<file path="src/rtl/dxc_pkg.sv">
package dxc_pkg;
  // Control byte bit positions (software visible, see R3)
  localparam int unsigned CTL_WIDE = 0;
  localparam int unsigned CTL_ODD  = 1;
  localparam int unsigned CTL_RUN  = 2;
  localparam int unsigned CTL_DONE = 3;
  localparam int unsigned CTL_BITS = 4;
endpackage

</file>
<file path="src/rtl/dxc_count.sv">
module dxc_count #(
  parameter int unsigned CNT_W = 16,
  parameter int unsigned BUS_W = 8,
  localparam int unsigned LANES = CNT_W / BUS_W,
  localparam int unsigned LANE_IDX_W = (LANES > 1) ? $clog2(LANES) : 1
) (
  input  logic                  clk,
  input  logic                  rst_n,
  input  logic                  wr_en,
  input  logic [LANE_IDX_W-1:0] wr_lane,
  input  logic [BUS_W-1:0]      wr_data,
  input  logic                  busy,
  input  logic                  dec,
  output logic [CNT_W-1:0]      cnt,
  output logic                  last_item
);
  logic [CNT_W-1:0] cnt_q, cnt_nxt;
  logic [LANES-1:0] lane_we;
  logic             cnt_en;

  // one write enable per byte lane; writes are refused while the channel runs
  for (genvar g = 0; g < LANES; g++) begin : g_lane
    assign lane_we[g] = wr_en && !busy && (wr_lane == LANE_IDX_W'(g));
  end

  always_comb begin
    cnt_nxt = cnt_q;
    if (dec) begin
      cnt_nxt = cnt_q - 1'b1;
    end else begin
      for (int i = 0; i < LANES; i++) begin
        if (lane_we[i]) cnt_nxt[i*BUS_W +: BUS_W] = wr_data;
      end
    end
  end

  assign cnt_en = dec || (|lane_we);

  // count has no defined reset value: software loads it before a run
  always_ff @(posedge clk) begin
    if (cnt_en) cnt_q <= cnt_nxt;
  end

  assign cnt       = cnt_q;
  assign last_item = (cnt_q == CNT_W'(1));

  assert_dec_one_R5: assert property (@(posedge clk) disable iff (!rst_n)
    dec |=> cnt_q == $past(cnt_q) - 1'b1);

  assert_busy_hold_R11: assert property (@(posedge clk) disable iff (!rst_n)
    (busy && !dec) |=> $stable(cnt_q));
endmodule

</file>
<file path="src/rtl/dxc_ctrl.sv">
module dxc_ctrl
  import dxc_pkg::*;
(
  input  logic                clk,
  input  logic                rst_n,
  input  logic                ctl_we,
  input  logic [CTL_BITS-1:0] ctl_wdata,
  input  logic                xfer_ack,
  input  logic                last_item,
  output logic                busy,
  output logic                done,
  output logic                wide_mode,
  output logic                odd_flag,
  output logic                xfer_req,
  output logic                xfer_wide,
  output logic                dec
);
  logic busy_q, busy_nxt, done_q, done_nxt;
  logic wide_q, odd_q, mode_en;
  logic start, clr_done, finish;

  assign start    = ctl_we && ctl_wdata[CTL_RUN] && !busy_q;
  assign clr_done = ctl_we && ctl_wdata[CTL_DONE];
  assign dec      = busy_q && xfer_ack;
  assign finish   = dec && last_item;
  assign mode_en  = ctl_we && !busy_q;

  always_comb begin
    busy_nxt = busy_q;
    done_nxt = done_q;
    if (start) begin
      busy_nxt = 1'b1;
      done_nxt = 1'b0;
    end else if (finish) begin
      busy_nxt = 1'b0;
      done_nxt = 1'b1;
    end else if (clr_done) begin
      done_nxt = 1'b0;
    end
  end

  always_ff @(posedge clk or negedge rst_n) begin
    if (!rst_n) begin
      busy_q <= 1'b0;
      done_q <= 1'b0;
    end else begin
      busy_q <= busy_nxt;
      done_q <= done_nxt;
    end
  end

  always_ff @(posedge clk or negedge rst_n) begin
    if (!rst_n) begin
      wide_q <= 1'b0;
      odd_q  <= 1'b0;
    end else if (mode_en) begin
      wide_q <= ctl_wdata[CTL_WIDE];
      odd_q  <= ctl_wdata[CTL_ODD];
    end
  end

  assign busy      = busy_q;
  assign done      = done_q;
  assign wide_mode = wide_q;
  assign odd_flag  = odd_q;
  assign xfer_req  = busy_q;
  // an odd word-mode run narrows only its final item
  assign xfer_wide = wide_q && !(odd_q && last_item);

  assert_busy_done_excl_R6: assert property (@(posedge clk) disable iff (!rst_n)
    !(busy_q && done_q));

  assert_done_cause_R6: assert property (@(posedge clk) disable iff (!rst_n)
    $rose(done_q) |-> $past(xfer_ack && last_item));

  assert_req_ends_R4: assert property (@(posedge clk) disable iff (!rst_n)
    finish |=> !xfer_req);

  assert_mode_frozen_R11: assert property (@(posedge clk) disable iff (!rst_n)
    busy_q |=> ($stable(wide_q) && $stable(odd_q)));
endmodule

</file>
<file path="src/rtl/dma_xfer_count.sv">
module dma_xfer_count
  import dxc_pkg::*;
#(
  parameter int unsigned CNT_W  = 16,
  parameter int unsigned BUS_W  = 8,
  parameter int unsigned ADDR_W = 2
) (
  input  logic              clk,
  input  logic              rst_n,
  input  logic              reg_wr,
  input  logic [ADDR_W-1:0] reg_addr,
  input  logic [BUS_W-1:0]  reg_wdata,
  output logic [BUS_W-1:0]  reg_rdata,
  output logic              xfer_req,
  output logic              xfer_wide,
  input  logic              xfer_ack,
  output logic              irq
);
  localparam int unsigned LANES      = CNT_W / BUS_W;
  localparam int unsigned LANE_IDX_W = (LANES > 1) ? $clog2(LANES) : 1;
  localparam logic [ADDR_W-1:0] CTL_ADDR = ADDR_W'(LANES);

  logic [1:0]       rst_sync;
  logic             rst_int_n;
  logic [CNT_W-1:0] cnt;
  logic             last_item, busy, done, wide_mode, odd_flag, dec;
  logic             cnt_sel, ctl_we;
  logic [BUS_W-1:0] ctl_rd;

  // asynchronous assert, synchronous release
  always_ff @(posedge clk or negedge rst_n) begin
    if (!rst_n) rst_sync <= 2'b00;
    else        rst_sync <= {rst_sync[0], 1'b1};
  end
  assign rst_int_n = rst_sync[1];

  assign cnt_sel = reg_addr < CTL_ADDR;
  assign ctl_we  = reg_wr && (reg_addr == CTL_ADDR);

  dxc_count #(.CNT_W(CNT_W), .BUS_W(BUS_W)) u_count (
    .clk       (clk),
    .rst_n     (rst_int_n),
    .wr_en     (reg_wr && cnt_sel),
    .wr_lane   (reg_addr[LANE_IDX_W-1:0]),
    .wr_data   (reg_wdata),
    .busy      (busy),
    .dec       (dec),
    .cnt       (cnt),
    .last_item (last_item)
  );

  dxc_ctrl u_ctrl (
    .clk       (clk),
    .rst_n     (rst_int_n),
    .ctl_we    (ctl_we),
    .ctl_wdata (reg_wdata[CTL_BITS-1:0]),
    .xfer_ack  (xfer_ack),
    .last_item (last_item),
    .busy      (busy),
    .done      (done),
    .wide_mode (wide_mode),
    .odd_flag  (odd_flag),
    .xfer_req  (xfer_req),
    .xfer_wide (xfer_wide),
    .dec       (dec)
  );

  always_comb begin
    ctl_rd           = '0;
    ctl_rd[CTL_WIDE] = wide_mode;
    ctl_rd[CTL_ODD]  = odd_flag;
    ctl_rd[CTL_RUN]  = busy;
    ctl_rd[CTL_DONE] = done;
  end

  always_comb begin
    reg_rdata = '0;
    for (int i = 0; i < LANES; i++) begin
      if (reg_addr == ADDR_W'(i)) reg_rdata = cnt[i*BUS_W +: BUS_W];
    end
    if (reg_addr == CTL_ADDR) reg_rdata = ctl_rd;
  end

  assign irq = done;

  assert_irq_idle_R6: assert property (@(posedge clk) disable iff (!rst_int_n)
    irq |-> !xfer_req);
endmodule

</file>
<file path="config.mk">
export PLATFORM = sky130hd
export DESIGN_NAME = dma_xfer_count
export DESIGN_NICKNAME = d
export VERILOG_FILES = /design/src/rtl/dxc_pkg.sv /design/src/rtl/dxc_count.sv /design/src/rtl/dxc_ctrl.sv /design/src/rtl/dma_xfer_count.sv
export SDC_FILE = /design/constraint.sdc
export NUM_CORES = 1
export LEC_CHECK = 0
export BUFFER_PORTS_ARGS = -buffer_cell sky130_fd_sc_hd__clkbuf_2
export CAP_MARGIN = 20
export CORE_MARGIN = 1
export CORE_UTILIZATION = 30
export DETAILED_ROUTE_END_ITERATION = 16
export PLACE_DENSITY = 0.49
export REMOVE_ABC_BUFFERS = 1
export SYNTH_ARGS = -nofsm -noshare
export SYNTH_HDL_FRONTEND = slang
export SYNTH_HIERARCHICAL = 1
export SYNTH_SLANG_ARGS = --single-unit
export TNS_END_PERCENT = 30
</file>
<file path="constraint.sdc">
create_clock -name clk -period 2.5 [get_ports clk]
set_clock_uncertainty 0.1 [all_clocks]
set_input_delay 0.25 -clock clk [delete_from_list [all_inputs] [get_ports clk]]
set_output_delay 0.25 -clock clk [all_outputs]
set_load 0.02 [all_outputs]
</file>
; Word-level counts from Yosys, hierarchy flattened
; Index checks and enable logic that the tools add are counted.
[totals]
register_bits = 22
inputBits = 14
out_inout_bits = 11
elab_cells = 48
[op_classes]
addsub = 1
order_cmp = 1
n_eq_ne = 3
muxes = 11
bitwise = 1
reduce_logical = 24
[op_table]
columns = cell, count
row1 = 2-to-1 mux 8 bit, 5
row2 = "== test 16 x 1 -> 1 bit, second input constant", 1
row3 = 2-to-1 mux 16 bit, 1
row4 = "subtractor 16 x 1 -> 16 bit, second input constant", 1
row5 = logical AND 1 bit, 13
row6 = nonzero test 2 bit, 3
row7 = 2-to-1 mux 1 bit, 5
row8 = AND reduction 2 bit, 2
row9 = nonzero test 3 bit, 1
row10 = "== test 2 x 1 -> 1 bit, second input constant", 1
row11 = "== test 2 bit, second input constant", 1
row12 = logical NOT 1 bit, 2
row13 = logical NOT 2 bit, 1
row14 = "< comparator 2 bit, second input constant", 1
row15 = OR reduction 2 bit, 1
row16 = logical OR 1 bit, 1
row17 = NOT 1 bit, 1

; Logic depth before layout (Yosys ltp)
; Gate-level depths: netlist of run 1.
[logic_depth]
ltp_word = 7
depth_mapped = 7
mapped_depth_nobuf = 7

; By module
; The synthesis of run 1 kept the hierarchy.
[modules_own_cells]
columns = module, instances, cells_per_inst, area_each_um2, seq_area_each_um2
row1 = dxc_count, 1, 89, 969.7, 480.5
row2 = dma_xfer_count, 1, 24, 229.0, 50.0
row3 = dxc_ctrl, 1, 15, 192.7, 100.1

; Least setup slack after synthesis of run 1
; Ideal clock, no wire load.
[synth_path]
kind = register -> register
from = reg u_ctrl.busy_q, in the netlist u_ctrl/busy
to = reg u_count.cnt_q[10], in the netlist u_count/cnt[10], enable pin
setup_ns = 0.375
arrival_time_ns = 1.372
required_ns = 2.025
slack_ns = 0.654
stages_incl_launch_ff = 5
path_buffers = 2
period_less_slack_ns = 1.846
path_cell_list = dfrtp_1 > and2_1 > clkbuf_1 > clkbuf_1 > o21bai_1
[synth_between]
word_cells_on_any_way = 9
cone_classes = reduce/logical: 9
[synth_rtl]
columns = item, line
row1 = start: declaration, dxc_ctrl.sv:18  ; logic busy_q, busy_nxt, done_q, done_nxt;
row2 = start signal: assignment, dxc_ctrl.sv:47  ; busy_q <= busy_nxt;
row3 = logical AND 1 bit (*), dxc_ctrl.sv:24  ; assign dec = busy_q && xfer_ack;
row4 = via dec, dma_xfer_count.sv:26  ; logic last_item, busy, done, wide_mode, odd_flag, dec;
row5 = nonzero test 2 bit (no line) / logical OR 1 bit (equally long branches), -
row6 = AND reduction 2 bit (no line) (*), -
row7 = end signal: assignment, dxc_count.sv:41  ; if (cnt_en) cnt_q <= cnt_nxt;
row8 = end: declaration, dxc_count.sv:17  ; logic [CNT_W-1:0] cnt_q, cnt_nxt;
; The timed path passes the listed nets; every way through them passes the cells marked *.
; A chain may end at the register's enable or synchronous reset.

; Worst setup path in the final report of run 1
[layout_path]
from = reg u_count.cnt_q[1], in the netlist u_count/cnt[1]
to = out xfer_wide
[layout_between]
elab_chain_cells = 4
[layout_rtl]
columns = item, line
row1 = == test 16 x 1 -> 1 bit, dxc_count.sv:45  ; assign last_item = (cnt_q == CNT_W'(1));
row2 = via last_item, dma_xfer_count.sv:26
row3 = logical AND 1 bit, dxc_ctrl.sv:68  ; assign xfer_wide = wide_q && !(odd_q && last_item);
row4 = logical NOT 1 bit, dxc_ctrl.sv:68
row5 = logical AND 1 bit, dxc_ctrl.sv:68
row6 = end: declaration, dma_xfer_count.sv:15  ; output logic xfer_wide,
; The timed path passes the listed nets, and every way through them passes these cells.

==> flow_metrics.env, run 1 <==
export IMPL_total_power_mw=1.24
export IMPL_min_period_over_period_pct=89.3
export IMPL_ys_warn_count=6
export IMPL_num_antenna_cells=0
export IMPL_synthFlopType="edfxtp_1"
export IMPL_drv_slew=0
export IMPL_placed_area_um2=1560
export IMPL_synth_commonest_cells="16 x edfxtp_1, 16 x nor2_1, 12 x a21oi_1, 8 x mux2i_1, 8 x xor2_1"
export IMPL_synth_top_area_cell="edfxtp_1"
export IMPL_layoutNonFillerInstCount=207
export IMPL_r2r_start="u_count/cnt[0]"
export IMPL_hold_depth=2
export IMPL_synth_area_per_cell_um2=10.9
export IMPL_dieArea_um2=4910
export IMPL_vias=1072
export IMPL_rows=24
export IMPL_place_gp_congestion=0.764
export IMPL_avgViaCountPerCell=5.18
export IMPL_wl_mm=3.18
export IMPL_io_pins=25
export IMPL_synth_distinct_cells=41
export IMPL_grt_pass1_vias=1035
export IMPL_rr_worst_depth=6
export IMPL_fmax_mhz=448
export IMPL_swShare_pct=32.5
export IMPL_clock_sinks=22
export IMPL_tritoncts="built"
export IMPL_max_slew_worst_pin_slew_ns=0.548
export IMPL_clkLatencyLatePin_ns=0.27
export IMPL_start_util_pct=31.5
export IMPL_area_delta_synth_final_pct=18.8
export IMPL_worst_slew_margin_rel_pct=63.3
export IMPL_worst_setup_path_type="reg2out"
export IMPL_power_leakage_nw=0.630
export IMPL_cts_made_buffers=3
export IMPL_switchingPower_mw=0.403
export IMPL_startpoint="u_count/cnt[1]"
export IMPL_synth_area_leaders="edfxtp_1 35%, dfrtp_1 11%, mux2i_1 5.8%, xor2_1 5.0%, a21oi_1 4.3%"
export IMPL_ys_async_sr_fraction_pct=27.3
export IMPL_rsz0062_at_grt="false"
export IMPL_grt_pass1_wl_mm=5.17
export IMPL_clockBufferDepth=2
export IMPL_setup_violations=0
export IMPL_antenna_found_initial=0
export IMPL_worst_ir_drop_vdd_uv=227
export IMPL_pwr_share_seq_pct=46.4
export IMPL_drt_pass1_iterations=4
export IMPL_gr_usage_all_layers_pct=13.6
export IMPL_clockPowerShare_pct=27.0
export IMPL_maxCapViolations=0
export IMPL_regToRegSetupSlack_ns=0.39
export IMPL_start_kind="flop"
export IMPL_die_h_um=70.1
export IMPL_final_hold_viol_count=0
export IMPL_cts_setup_buffers=0
export IMPL_nets=172
export IMPL_powerDensity_nw_per_um2=751
export IMPL_path_max_fanout=5
export IMPL_critical_path_endpoint="xfer_wide"
export IMPL_port_buffers=24
export IMPL_required_ns=2.15
export IMPL_synth_cells=128
export IMPL_fillers=463
export IMPL_ant_nets=0
export IMPL_fin_util_pct=37.4
export IMPL_ys_seq_elements=22
export IMPL_design_area_um2=1650
export IMPL_cp_end_kind="output pin"
export IMPL_coreArea_um2=4410
export IMPL_synth_yosys_seq_area_share_pct=45.3
export IMPL_fp_dieW_um=70.1
export IMPL_synthesis_area_um2=1390
export IMPL_dp_hpwl_mm=2.38
export IMPL_period_minus_slack_ns=2.23
export IMPL_drtIter0Drc=55
export IMPL_hold_path_class="in2reg"
export IMPL_placed_cells=201
export IMPL_synth_edf_count=16
export IMPL_internal_power_mw=0.838
export IMPL_grt_max_degree=15
export IMPL_synth_top_cell_area_share_pct=34.5
export IMPL_comb_power_share_pct=26.5
export IMPL_root_buffer="clkbuf_8"
export IMPL_outcome="finished, final reports clean"
export IMPL_worstReg2RegEnd="u_count/cnt[14]"
export IMPL_cp_data_arrival_time_ns=1.88
export IMPL_path_clk_slew_ns=0.08
export IMPL_finalSetupTns_ns=0
export IMPL_post_cts_resized=0
export IMPL_wl_per_cell_um=15.4
export IMPL_drc=0
export IMPL_cts_htree_levels=1
export IMPL_drive_above_1_share_pct=26.5
export IMPL_grt_overflow_total=0
[metrics by stage]
stage,hold slack (ns),worst slack [ns]
6_report,0.107,0.268
4_1_cts,0.0991,0.254
3_5_place_dp,-0.0617,0.421
2_1_floorplan,-0.146,0.575
5_1_grt,0.0976,0.0635
3_3_place_gp,-0.0635,0.395
[cell type report]
class	instances	area, um2	share of cell area [%]
clock buffer	3	41.3	2.50
clock inverter	1	30.0	1.82
inverter	3	11.3	0.681
multi-input combinational	97	712	43.1
sequential	22	631	38.2
tap	52	65.1	3.94
timing repair buffer	29	163	9.84
[power by group through the flow]
stage / Combinational, mW / Clock (mW) / Sequential, mW
after floorplan: 0.218 / 0 / 0.565
after global placement: 0.323 / 0 / 0.582
after detailed placement: 0.326 / 0 / 0.583
after CTS: 0.332 / 0.345 / 0.575
after global routing: 0.364 / 0.363 / 0.585
final: 0.329 / 0.336 / 0.576
[worst max-delay path: stages, from the launching register on]
cell	delay [ns]
edfxtp_1	0.48
inv_1	0.12
ha_1	0.15
nor4b_1	0.23
nand4_1	0.13
nor2_1	0.22
a21boi_0	0.12
clkbuf_2	0.17
[worst min path at each step]
stage | slack [ns] | startpoint | endpoint
2_1_floorplan | -0.15 | rst_n | rst_sync[0]
3_5_place_dp | -0.06 | rst_n | rst_sync[1]
6_report | 0.11 | reg_wdata[3] | u_ctrl/done
5_1_grt | 0.1 | reg_wdata[3] | u_ctrl/done
4_1_cts | 0.1 | reg_wdata[3] | u_ctrl/done
3_3_place_gp | -0.06 | rst_n | rst_sync[1]
[per-layer routing]
layer | up-vias | part of all wire, % | routed length, um | track usage [%]
met5 | - | 0 | 0 | 0
met4 | 0 | 1.4 | 44 | 4.67
met3 | 4 | 4.7 | 148 | 3.17
met2 | 24 | 49 | 1550 | 21.3
met1 | 516 | 45 | 1440 | 18.3
li1 | 528 | - | - | -
[flip-flops by register name, summed over array words and instances, names as in the netlist]
| signal | count |
|---|---|
| u_ctrl/odd_flag | 1 |
| u_ctrl/busy | 1 |
| u_ctrl/wide_mode | 1 |
| rst_sync | 2 |
| u_count/cnt | 16 |
| u_ctrl/done | 1 |
[cell families (layout without fill, tap and decap cells)]
kind of cell             after synthesis  in the layout  share of synthesized area, %
multiplexers                          11             11                          8.18
flip-flops                            22             22                          45.3
adder cells (fa/ha/maj)                2              2                          1.80
XOR/XNOR                              11             11                          6.93
other                                  1              1                         0.270
AND/OR/NAND/NOR                       44             44                          20.5
buffers and inverters                  9             36                          3.51
AO/OA/AOI/OAI                         28             28                          13.5
[layout by cell type, fill, tap and decap left out, types with 3 or more instances in the layout]
master,count
edfxtp_1,16
clkbuf_2,24
xnor2_1,3
o31ai_1,3
o2bb2ai_1,4
buf_4,3
clkbuf_8,3
inv_1,3
a31oi_1,4
mux2_2,3
xor2_1,8
dfrtp_1,6
nor2_1,16
mux2i_1,8
nand4_1,4
a21oi_1,12
[what timing repair did]
item | CTS | global route
hold endpoints to repair | 6 | 0
hold buffers | 2 | 0
endpoints found under the setup margin | 0 | 0
No activity file was read; power rests on OpenSTA's default activity.
==> run 2: changes to the inputs <==
--- a/config.mk
+++ b/config.mk
@@ -5,6 +5,7 @@
 export SDC_FILE = /design/constraint.sdc
 export NUM_CORES = 1
 export LEC_CHECK = 0
+export ABC_AREA = 0
 export BUFFER_PORTS_ARGS = -buffer_cell sky130_fd_sc_hd__clkbuf_2
 export CAP_MARGIN = 20
 export CORE_MARGIN = 1
==> constraint.sdc (replaced) <==
create_clock -name clk -period 2.2 [get_ports clk]
set_clock_uncertainty 0.1 [all_clocks]
set_input_delay 0.22 -clock clk [delete_from_list [all_inputs] [get_ports clk]]
set_output_delay 0.22 -clock clk [all_outputs]
set_load 0.02 [all_outputs]
==> flow_metrics.env, run 2 (synthesis gave the netlist of run 1 again) <==
export IMPL_nets=178
export IMPL_num_antenna_cells=0
export IMPL_maxCapViolations=0
export IMPL_largest_reg_flops=16
export IMPL_grt_overflow_total=0
export IMPL_cp_slowest_cell="edfxtp_1"
export IMPL_port_buffers=24
export IMPL_dieArea_um2=4910
export IMPL_ant_nets=0
export IMPL_drtIter0Drc=55
export IMPL_grt_pass1_wl_mm=5.43
export IMPL_tritoncts="built"
export IMPL_cp_top_family="simple AND/OR/NAND/NOR gates"
export IMPL_design_area_um2=1700
export IMPL_fmax_mhz=486
export IMPL_drive_above_1_share_pct=30.4
export IMPL_finalSetupTns_ns=0
export IMPL_dp_hpwl_mm=2.49
export IMPL_avgViaCountPerCell=5.17
export IMPL_rows=24
export IMPL_antenna_found_initial=0
export IMPL_start_kind="flop"
export IMPL_period_minus_slack_ns=2.06
export IMPL_worst_ir_drop_vdd_uv=214
export IMPL_fp_dieW_um=70.1
export IMPL_cp_end_kind="output pin"
export IMPL_worst_setup_path_type="reg2out"
export IMPL_power_leakage_nw=0.658
export IMPL_cts_made_buffers=3
export IMPL_area_delta_synth_final_pct=22.3
export IMPL_drv_slew=0
export IMPL_final_hold_viol_count=0
export IMPL_clockBufferDepth=2
export IMPL_drc=0
export IMPL_wl_per_cell_um=15.3
export IMPL_slowest_delay_ns=0.40
export IMPL_root_buffer="clkbuf_8"
export IMPL_min_period_over_period_pct=93.6
export IMPL_grt_pass1_vias=1056
export IMPL_outcome="finished, final reports clean"
export IMPL_path_max_fanout=3
export IMPL_path_clk_slew_ns=0.08
export IMPL_cp_cell_sequence="inv_1 -> ha_1 -> nor4b_1 -> nand4_1 -> nor2_2 -> a21boi_0 -> clkbuf_2"
export IMPL_powerDensity_nw_per_um2=813
export IMPL_clock_sinks=22
export IMPL_start_util_pct=31.5
export IMPL_placed_area_um2=1600
export IMPL_layoutNonFillerInstCount=213
export IMPL_setup_violations=0
export IMPL_required_ns=1.88
export IMPL_final_cell_mix="24 x clkbuf_2, 16 x edfxtp_1, 15 x nor2_1, 12 x a21oi_1, 9 x buf_4"
export IMPL_io_pins=25
export IMPL_clkLatencyLatePin_ns=0.27
export IMPL_coreArea_um2=4410
export IMPL_placed_cells=206
export IMPL_cp_data_arrival_time_ns=1.74
export IMPL_vias=1102
export IMPL_rsz0062_at_grt="false"
export IMPL_place_gp_congestion=0.755
export IMPL_gr_usage_all_layers_pct=14.2
export IMPL_crit_buf_inv=2
export IMPL_die_h_um=70.1
export IMPL_cts_htree_levels=1
export IMPL_final_common_cell="clkbuf_2"
export IMPL_drt_pass1_iterations=4
export IMPL_grt_max_degree=15
export IMPL_hold_path_class="in2reg"
export IMPL_wl_mm=3.27
-- run 2: final cells by class --
type / instances / area (um2)
Fill cell: 431 / 2710
Sequential cell: 22 / 631
Tap cell: 52 / 65.1
Timing Repair Buffer: 35 / 208
Multi-Input combinational cell: 97 / 721
Inverter: 3 / 11.3
Clock buffer: 4 / 66.3
-- run 2: metal layers --
metal	GRT usage, %	wire, um
met4	5.33	50
met1	19.9	1490
met5	0	0
met3	2.16	97
met2	22.0	1620
-- run 2: power breakdown --
group | switching (mW) | total [mW] | internal [mW] | leakage, nW
combinational | 0.224 | 0.401 | 0.176 | 0.401
clock | 0.136 | 0.334 | 0.198 | 0.0339
sequential | 0.100 | 0.649 | 0.548 | 0.223
-- run 2: stage by stage --
step	hold slack [ns]	setup WS [ns]	utilization, %	power [mW]
final	0.0779	0.141	38.5	1.38
after global routing	0.0731	0.0329	38.5	1.47
after CTS	0.0755	0.0249	38.2	1.39
after detailed placement	-0.0917	0.213	36.2	1.05
after global placement	-0.0934	0.316	36.2	1.04
after floorplan	-0.176	0.275	-	0.890
-- run 2: what timing repair did --
item,4_1_cts,5_1_grt
hold buffers,2,0
endpoints found under the hold margin,6,0
resized for setup,0,2
setup endpoints to repair,0,2
setup buffers,0,1
-- run 2: worst paths after layout --
check	from	endpoint	slack, ns	cells past startpoint
min in group asynchronous	rst_n	rst_sync[0]	0.16	2
worst max-delay path	u_count/cnt[1]	xfer_wide	0.14	7
max in group asynchronous	rst_sync[1]	u_ctrl/odd_flag	1.33	1
worst min-delay path	reg_wdata[3]	u_ctrl/done	0.08	2
worst max register to register	u_count/cnt[0]	u_count/cnt[15]	0.18	5
worst min register to register	rst_sync[0]	rst_sync[1]	0.26	0
